**src/rtl/sb_pkg.sv**
```systemverilog
package sb_pkg;
  localparam int NUM_REGS   = 32;
  localparam int ROB_DEPTH  = 32;
  localparam int HIST_DEPTH = ROB_DEPTH;
  localparam int REG_W      = $clog2(NUM_REGS);
  localparam int TAG_W      = $clog2(ROB_DEPTH);
  localparam int HPTR_W     = $clog2(HIST_DEPTH);
  localparam int HCNT_W     = $clog2(HIST_DEPTH + 1);
  localparam int NUM_SRC    = 2;

  typedef logic [REG_W-1:0] reg_idx_t;
  typedef logic [TAG_W-1:0] rob_tag_t;

  typedef struct packed {
    reg_idx_t dst;
    rob_tag_t tag;
    logic     prev_pend;
    rob_tag_t prev_tag;
  } hist_entry_t;
endpackage

```
**src/rtl/sb_rename_map.sv**
```systemverilog
module sb_rename_map
  import sb_pkg::*;
(
  input  logic                    clk,
  input  logic                    rst_n,
  input  logic                    alloc_we,
  input  reg_idx_t                alloc_reg,
  input  rob_tag_t                alloc_tag,
  input  logic                    commit_we,
  input  rob_tag_t                commit_tag,
  input  logic                    rest_we,
  input  reg_idx_t                rest_reg,
  input  logic                    rest_pend,
  input  rob_tag_t                rest_tag,
  output logic [NUM_REGS-1:0]     pend_vec,
  output rob_tag_t [NUM_REGS-1:0] tag_vec
);
  // One pending flag and producer tag per architectural register.
  for (genvar g = 0; g < NUM_REGS; g++) begin : g_reg
    localparam logic WRITABLE = (g != 0);
    logic     p_q;
    rob_tag_t t_q;

    always_ff @(posedge clk) begin
      if (!rst_n) begin
        p_q <= 1'b0;
        t_q <= '0;
      end else if (WRITABLE && rest_we && rest_reg == reg_idx_t'(g)) begin
        p_q <= rest_pend;
        t_q <= rest_tag;
      end else if (WRITABLE && alloc_we && alloc_reg == reg_idx_t'(g)) begin
        p_q <= 1'b1;
        t_q <= alloc_tag;
      end else if (commit_we && p_q && t_q == commit_tag) begin
        p_q <= 1'b0;
      end
    end

    assign pend_vec[g] = p_q;
    assign tag_vec[g]  = t_q;


    remapped_stays_pending_chk: assert property (@(posedge clk) disable iff (!rst_n)
      (commit_we && !rest_we && p_q && t_q != commit_tag) |=> p_q);
  end
endmodule

```
**src/rtl/sb_history.sv**
```systemverilog
module sb_history
  import sb_pkg::*;
(
  input  logic        clk,
  input  logic        rst_n,
  input  logic        push,
  input  hist_entry_t push_ent,
  input  logic        pop_old,
  input  rob_tag_t    old_tag,
  input  logic        pop_young,
  output hist_entry_t young_ent,
  output logic [HCNT_W-1:0] count,
  output logic        full
);
  hist_entry_t        mem [HIST_DEPTH];
  logic [HPTR_W-1:0]  head_q, tail_q;
  logic [HCNT_W-1:0]  cnt_q;
  logic [HPTR_W-1:0]  young_idx;

  function automatic logic [HPTR_W-1:0] wrap_inc(input logic [HPTR_W-1:0] p);
    return (p == HPTR_W'(HIST_DEPTH - 1)) ? '0 : p + HPTR_W'(1);
  endfunction

  function automatic logic [HPTR_W-1:0] wrap_dec(input logic [HPTR_W-1:0] p);
    return (p == '0) ? HPTR_W'(HIST_DEPTH - 1) : p - HPTR_W'(1);
  endfunction

  assign young_idx = wrap_dec(tail_q);
  assign young_ent = mem[young_idx];
  assign count     = cnt_q;
  assign full      = (cnt_q == HCNT_W'(HIST_DEPTH));

  always_ff @(posedge clk) begin
    if (!rst_n) begin
      head_q <= '0;
      tail_q <= '0;
      cnt_q  <= '0;
      for (int i = 0; i < HIST_DEPTH; i++) mem[i] <= '0;
    end else begin
      // A retiring producer can no longer be restored as pending.
      if (pop_old) begin
        for (int i = 0; i < HIST_DEPTH; i++)
          if (mem[i].prev_tag == old_tag) mem[i].prev_pend <= 1'b0;
        head_q <= wrap_inc(head_q);
      end
      if (push) begin
        mem[tail_q] <= push_ent;
        tail_q      <= wrap_inc(tail_q);
      end else if (pop_young) begin
        tail_q <= young_idx;
      end
      cnt_q <= cnt_q + HCNT_W'(push) - HCNT_W'(pop_old) - HCNT_W'(pop_young);
    end
  end


  hist_no_overflow_chk: assert property (@(posedge clk) disable iff (!rst_n)
    push |-> (cnt_q < HCNT_W'(HIST_DEPTH)));


  commit_in_order_chk: assert property (@(posedge clk) disable iff (!rst_n)
    pop_old |-> (cnt_q != '0 && mem[head_q].tag == old_tag));


  undo_needs_record_chk: assert property (@(posedge clk) disable iff (!rst_n)
    pop_young |-> (cnt_q != '0 && !push && !pop_old));
endmodule

```
**src/rtl/sb_src_port.sv**
```systemverilog
module sb_src_port
  import sb_pkg::*;
(
  input  logic [NUM_REGS-1:0]     pend_vec,
  input  rob_tag_t [NUM_REGS-1:0] tag_vec,
  input  reg_idx_t                sel,
  output logic                    pend,
  output rob_tag_t                tag
);
  always_comb begin
    pend = pend_vec[sel];
    tag  = pend ? tag_vec[sel] : '0;
  end
endmodule

```
**src/rtl/rename_scoreboard.sv**
```systemverilog
module rename_scoreboard
  import sb_pkg::*;
(
  input  logic             clk,
  input  logic             rst_n,
  input  logic             alloc_valid,
  output logic             alloc_ready,
  input  logic [REG_W-1:0] alloc_reg,
  input  logic [TAG_W-1:0] alloc_tag,
  input  logic             commit_valid,
  input  logic [TAG_W-1:0] commit_tag,
  input  logic             rb_valid,
  input  logic [TAG_W-1:0] rb_tag,
  output logic             rb_busy,
  input  logic [REG_W-1:0] src0_reg,
  output logic             src0_pending,
  output logic [TAG_W-1:0] src0_tag,
  input  logic [REG_W-1:0] src1_reg,
  output logic             src1_pending,
  output logic [TAG_W-1:0] src1_tag
);
  logic [NUM_REGS-1:0]     map_pend;
  rob_tag_t [NUM_REGS-1:0] map_tag;
  hist_entry_t             young_ent, push_ent;
  logic [HCNT_W-1:0]       hist_cnt;
  logic                    hist_full;
  logic                    busy_q;
  rob_tag_t                target_q;
  logic                    undo_step, alloc_fire, commit_go;

  // Rollback walker: one history record per cycle, youngest first.
  assign undo_step = busy_q && hist_cnt != '0 && young_ent.tag != target_q;

  always_ff @(posedge clk) begin
    if (!rst_n) begin
      busy_q   <= 1'b0;
      target_q <= '0;
    end else if (busy_q) begin
      if (!undo_step) busy_q <= 1'b0;
    end else if (rb_valid) begin
      busy_q   <= 1'b1;
      target_q <= rb_tag;
    end
  end

  assign rb_busy     = busy_q;
  assign alloc_ready = !busy_q && !rb_valid && !hist_full;
  assign alloc_fire  = alloc_valid && alloc_ready;
  assign commit_go   = commit_valid && !busy_q;

  // Saved mapping reflects a commit retiring the same producer on this edge.
  always_comb begin
    push_ent.dst       = alloc_reg;
    push_ent.tag       = alloc_tag;
    push_ent.prev_tag  = map_tag[alloc_reg];
    push_ent.prev_pend = map_pend[alloc_reg] &&
                         !(commit_go && map_tag[alloc_reg] == commit_tag);
  end

  sb_rename_map u_map (
    .clk        (clk),
    .rst_n      (rst_n),
    .alloc_we   (alloc_fire),
    .alloc_reg  (alloc_reg),
    .alloc_tag  (alloc_tag),
    .commit_we  (commit_go),
    .commit_tag (commit_tag),
    .rest_we    (undo_step),
    .rest_reg   (young_ent.dst),
    .rest_pend  (young_ent.prev_pend),
    .rest_tag   (young_ent.prev_tag),
    .pend_vec   (map_pend),
    .tag_vec    (map_tag)
  );

  sb_history u_hist (
    .clk       (clk),
    .rst_n     (rst_n),
    .push      (alloc_fire),
    .push_ent  (push_ent),
    .pop_old   (commit_go),
    .old_tag   (commit_tag),
    .pop_young (undo_step),
    .young_ent (young_ent),
    .count     (hist_cnt),
    .full      (hist_full)
  );

  reg_idx_t src_sel [NUM_SRC];
  logic     src_p   [NUM_SRC];
  rob_tag_t src_t   [NUM_SRC];

  assign src_sel[0] = src0_reg;
  assign src_sel[1] = src1_reg;

  for (genvar s = 0; s < NUM_SRC; s++) begin : g_src
    sb_src_port u_port (
      .pend_vec (map_pend),
      .tag_vec  (map_tag),
      .sel      (src_sel[s]),
      .pend     (src_p[s]),
      .tag      (src_t[s])
    );
  end

  assign src0_pending = src_p[0];
  assign src0_tag     = src_t[0];
  assign src1_pending = src_p[1];
  assign src1_tag     = src_t[1];


  alloc_sets_pending_chk: assert property (@(posedge clk) disable iff (!rst_n)
    (alloc_fire && alloc_reg != '0) |=>
      (map_pend[$past(alloc_reg)] && map_tag[$past(alloc_reg)] == $past(alloc_tag)));


  zero_reg_idle_chk: assert property (@(posedge clk) disable iff (!rst_n)
    (src0_reg == '0) |-> !src0_pending);


  no_commit_in_rollback_chk: assert property (@(posedge clk) disable iff (!rst_n)
    busy_q |-> !commit_valid);


  undo_shrinks_history_chk: assert property (@(posedge clk) disable iff (!rst_n)
    undo_step |=> (hist_cnt == $past(hist_cnt) - HCNT_W'(1)));


  hist_no_growth_chk: assert property (@(posedge clk) disable iff (!rst_n)
    (busy_q && $past(busy_q)) |-> (hist_cnt <= $past(hist_cnt)));
endmodule

```
**config.mk**
```make
export PLATFORM = sky130hd
export DESIGN_NAME = rename_scoreboard
export DESIGN_NICKNAME = d
export VERILOG_FILES = /design/src/rtl/sb_pkg.sv /design/src/rtl/sb_rename_map.sv /design/src/rtl/sb_history.sv /design/src/rtl/sb_src_port.sv /design/src/rtl/rename_scoreboard.sv
export SDC_FILE = /design/constraint.sdc
export NUM_CORES = 2
export LEC_CHECK = 0
export BUFFER_PORTS_ARGS = -buffer_cell sky130_fd_sc_hd__buf_2
export CAP_MARGIN = 20
export CELL_PAD_IN_SITES_DETAIL_PLACEMENT = 1
export CELL_PAD_IN_SITES_GLOBAL_PLACEMENT = 1
export CORE_UTILIZATION = 40
export DETAILED_ROUTE_END_ITERATION = 6
export GPL_TIMING_DRIVEN = 0
export PLACE_DENSITY = 0.66
export SLEW_MARGIN = 20
export SYNTH_ARGS = -nofsm -noshare
export SYNTH_HDL_FRONTEND = slang
export SYNTH_SLANG_ARGS = --single-unit
```
**constraint.sdc**
```tcl
create_clock -name clk -period 8.2 [get_ports clk]
set_clock_uncertainty 0.2 [all_clocks]
set_input_delay 1.64 -clock clk [delete_from_list [all_inputs] [get_ports clk]]
set_output_delay 1.64 -clock clk [all_outputs]
set_load 0.01 [all_outputs]
```
==> impl_metrics.yaml <==
timing:
  slew_headroom: 0.1114
  tightest_slew_ns: 1.333
  slew_violations: 0
  finalCritPeriodShare: 0.9577
  fmax_ghz: 0.1273
  finalHoldViolations: 0
  setup_slack_ns: 0.3465
  finalSetupTns_ns: 0
  rsz0062_at_grt: "false"
  min_period_ns: 7.853
  setup_viol: 0
  holdWs_ns: 0.3759
hold_path:
  holdPathEnd: "target_q[3]$_SDFFE_PN0P_"
  holdCritStartpoint: "target_q[3]$_SDFFE_PN0P_"
  hold_depth: 2
  hold_path.class: "flip-flop to flip-flop"
cts:
  cts_setup_buffers: 0
  cts_buffers: 84
  cts_sinks: 715
  cts_tree: "built"
  htree_levels: 3
  post_cts_resized: 5
  clockBufferDepth: 3
  clk_pin_slew_worst_paths_ns: 0.07
  clkLatencyLatePin_ns: 0.71
  cts-root-buf: "clkbuf_16"
  postCtsHoldBufs: 0
synth:
  yosys_warnings: 0
  avgSynthCellArea_um2: 12.00
  ys.flop_type: "edfxtp_1"
  synth_seq_area_share: 0.4740
  synth-edff-count: 512
  synthDistinctLibCells: 78
  synth_nets: 3470
  synth-seq-cells: 715
  async_flop_share: 0
  netlist_area_um2: 41010
  synthCells: 3418
finish:
  area_growth_pct: 12.22
  num-fill-cells: 10721
  multi_input_area_um2: 20190
  fin_area_um2: 46030
  seq_area_um2: 19440
  nets: 3602
  drive_gt1_frac: 0.1721
grt:
  grt_max_degree: 16
  grt.total_usage: 0.3648
  grt_pass1_vias: 33754
  grt_pass1_wl_um: 264500
  grt-ovfl-total: 0
  antenna_found_initial: 6
floorplanning:
  die_h_um: 322.2
  initial_utilization: 0.4031
  fp.dieArea_um2: 103800
  die_x_um: 322.2
  core_um2: 101700
  core.rowCount: 117
  io_pins: 49
routing:
  drt_iter0_drc: 4951
  postRouteWirelength_um: 189900
  avgViaCountPerCell: 6.785
  vias: 33859
  drt-wirelength-per-cell_um: 38.06
  postRouteAntennaNets: 0
  first_pass_iters: 6
  drc_errors: 0
worst_setup_path:
  cp-start-kind: "flip-flop"
  critPathArrivalTime_ns: 8.22
  worstSetupPathType: "flip-flop to flip-flop"
  reg2reg_from: "u_hist.tail_q[0]$_SDFFE_PN0P_"
  worstRegToRegCells: 27
  rrSetupSlack_ns: 0.35
  required_ns: 8.57
  r2r_end: "u_hist.count[5]$_SDFF_PN0_"
  worstPathMaxFanout: 10
  worst_setup_path_end_kind: "flip-flop"
  startpoint: "u_hist.tail_q[0]$_SDFFE_PN0P_"
pwr:
  cell_internal_pwr_mw: 8.346
  swShare: 0.4795
  p_per_area_nw_per_um2: 348.4
  p_total_mw: 16.03
  netSwitchingPower_mw: 7.688
  p_clk_frac: 0.243
  peakVddDrop_uv: 458.5
  seqPwrFrac: 0.266
  combPwrFrac: 0.491
  p_leak_nw: 17.02
placement:
  placed_cell_area_um2: 43130
  pre_cts_ws_ns: -0.6005
  portBuffers: 30
  dp.final_hpwl_um: 136200
  place_congestion: 1.023
outcome:
  status: "complete, no violations"
job:
  maxCapViolCount: 0
-- cell families (layout without fill, tap and decap cells) --
family | Yosys count | count (layout) | share of synthesized area
xor gates and xnor gates | 314 | 314 | 0.06705
adders and majority gates | 17 | 17 | 0.005552
DFF | 715 | 715 | 0.4740
AOI/OAI and AO/OA | 396 | 396 | 0.08411
and+or+nand+nor | 1197 | 1197 | 0.1439
buffers and inverters | 361 | 563 | 0.03612
muxes | 418 | 418 | 0.1893
other | 0 | 2 | 0
-- per-stage QoR --
step / cells / util
2_1_floorplan: 3418 / -
3_3_place_gp: 4816 / 0.4214
3_5_place_dp: 4829 / 0.4239
4_1_cts: 4985 / 0.4516
5_1_grt: 4988 / 0.4523
6_report: 4990 / 0.4524
-- power by group through the flow --
stage	clock network [mW]	logic, mW	registers [mW]
after detailed placement	0	7.46	4.33
after CTS	3.88	7.49	4.26
after global routing	4.00	7.90	4.28
final	3.90	7.87	4.27
after global placement	0	7.32	4.32
after floorplan	0	4.16	4.23
-- placed cells by master (no fill, tap or decap), types with 17 or more instances in the layout --
cell,n
o21ai_0,21
clkbuf_2,28
xnor2_1,241
mux4_2,282
nor2_1,390
o31ai_1,23
a22o_1,19
clkbuf_16,88
clkinv_1,17
buf_6,20
clkbuf_1,256
xor2_1,73
nand4_1,59
nor2b_1,19
and3_1,342
mux2_2,41
a221o_1,115
nor3_1,29
a21oi_1,21
nand3_1,54
buf_1,22
dfxtp_1,203
nand2_1,233
inv_1,25
edfxtp_1,512
buf_2,54
a22oi_1,34
mux2i_1,89
o311ai_0,36
-- critical path, stage by stage (launching register included) --
cell,delay (ns)
dfxtp_1,0.36
clkbuf_2,0.28
inv_1,0.21
ha_1,0.29
or4b_4,0.49
buf_6,0.16
and2_4,0.16
buf_6,0.17
buf_4,0.27
buf_6,0.25
buf_4,0.27
o311ai_1,0.32
nor4_1,0.12
a41o_1,0.29
nor4_1,0.54
xor2_1,0.22
or4_4,0.56
buf_6,0.20
buf_6,0.18
nand2_1,0.10
fa_1,0.52
ha_1,0.25
ha_1,0.23
fa_1,0.43
a21o_1,0.20
a21oi_1,0.17
xor2_1,0.08
and2_1,0.16
-- area by class of cell --
| type | instances | area share |
|---|---|---|
| Timing Repair Buffer | 46 | 0.007204 |
| Clock buffer | 109 | 0.05108 |
| Antenna cell | 2 | 0.0001087 |
| Inverter | 28 | 0.002284 |
| Multi-Input combinational cell | 2342 | 0.4387 |
| Buffer | 333 | 0.03110 |
| Tap cell | 1368 | 0.03719 |
| Sequential cell | 715 | 0.4223 |
| Clock inverter | 47 | 0.009950 |
-- how the worst max path moves through the flow --
| stage | end | slack (ns) | depth (start not counted) |
|---|---|---|---|
| after floorplan | u_hist.count[5]$_SDFF_PN0_ | 2.01 | 27 |
| after global placement | u_map.g_reg[1].t_q[3]$_SDFFE_PN0P_ | -0.80 | 14 |
| after detailed placement | u_map.g_reg[17].t_q[1]$_SDFFE_PN0P_ | -0.60 | 15 |
| after CTS | u_hist.count[5]$_SDFF_PN0_ | 0.01 | 24 |
| after global routing | u_hist.count[5]$_SDFF_PN0_ | 0.15 | 27 |
| final | u_hist.count[5]$_SDFF_PN0_ | 0.35 | 27 |
-- metal layers --
layer,vias to the layer above,track usage,part of all wire
met5,-,0,0.000068
met4,2,0.2251,0.071
met3,644,0.08865,0.10
met2,2216,0.5707,0.45
met1,17612,0.4560,0.38
li1,13385,-,-
-- Yosys cell counts (9+ instances only) --
| cell | count | area [um2] |
|---|---|---|
| nor3_1 | 36 | 180.2 |
| inv_1 | 25 | 93.84 |
| edfxtp_1 | 512 | 15370 |
| dfxtp_1 | 203 | 4064 |
| a21oi_1 | 23 | 115.1 |
| mux4_2 | 282 | 6351 |
| and3_1 | 342 | 2140 |
| a211o_1 | 15 | 131.4 |
| o311ai_0 | 36 | 315.3 |
| xor2_1 | 73 | 639.4 |
| nor3b_1 | 9 | 67.56 |
| a22o_1 | 19 | 166.4 |
| o21ai_0 | 22 | 110.1 |
| and2_1 | 11 | 68.82 |
| nor2_1 | 393 | 1475 |
| buf_6 | 13 | 146.4 |
| nor2b_1 | 19 | 118.9 |
| o31ai_1 | 24 | 180.2 |
| a22oi_1 | 34 | 255.2 |
| nor4_1 | 10 | 62.56 |
| nand4_1 | 59 | 369.1 |
| xnor2_1 | 241 | 2111 |
| clkbuf_1 | 268 | 1006 |
| o211ai_1 | 9 | 67.56 |
| nand3_1 | 54 | 270.3 |
| a221oi_1 | 10 | 87.58 |
| ha_1 | 15 | 187.7 |
| a31oi_1 | 11 | 68.82 |
| nand2_1 | 233 | 874.6 |
| mux2_2 | 41 | 461.7 |
| a221o_1 | 115 | 1151 |
| buf_1 | 35 | 131.4 |
| buf_2 | 14 | 70.07 |
| mux2i_1 | 94 | 940.9 |
-- state kept, by name, summed over array words and instances, names as in the netlist --
name and flops:
rb_busy 1, u_hist.count 6, u_map.g.p_q 31, target_q 5
u_map.g.t_q 155, u_hist.mem 512, u_hist.tail_q 5
Note: power is estimated with default switching activity, not from simulation.
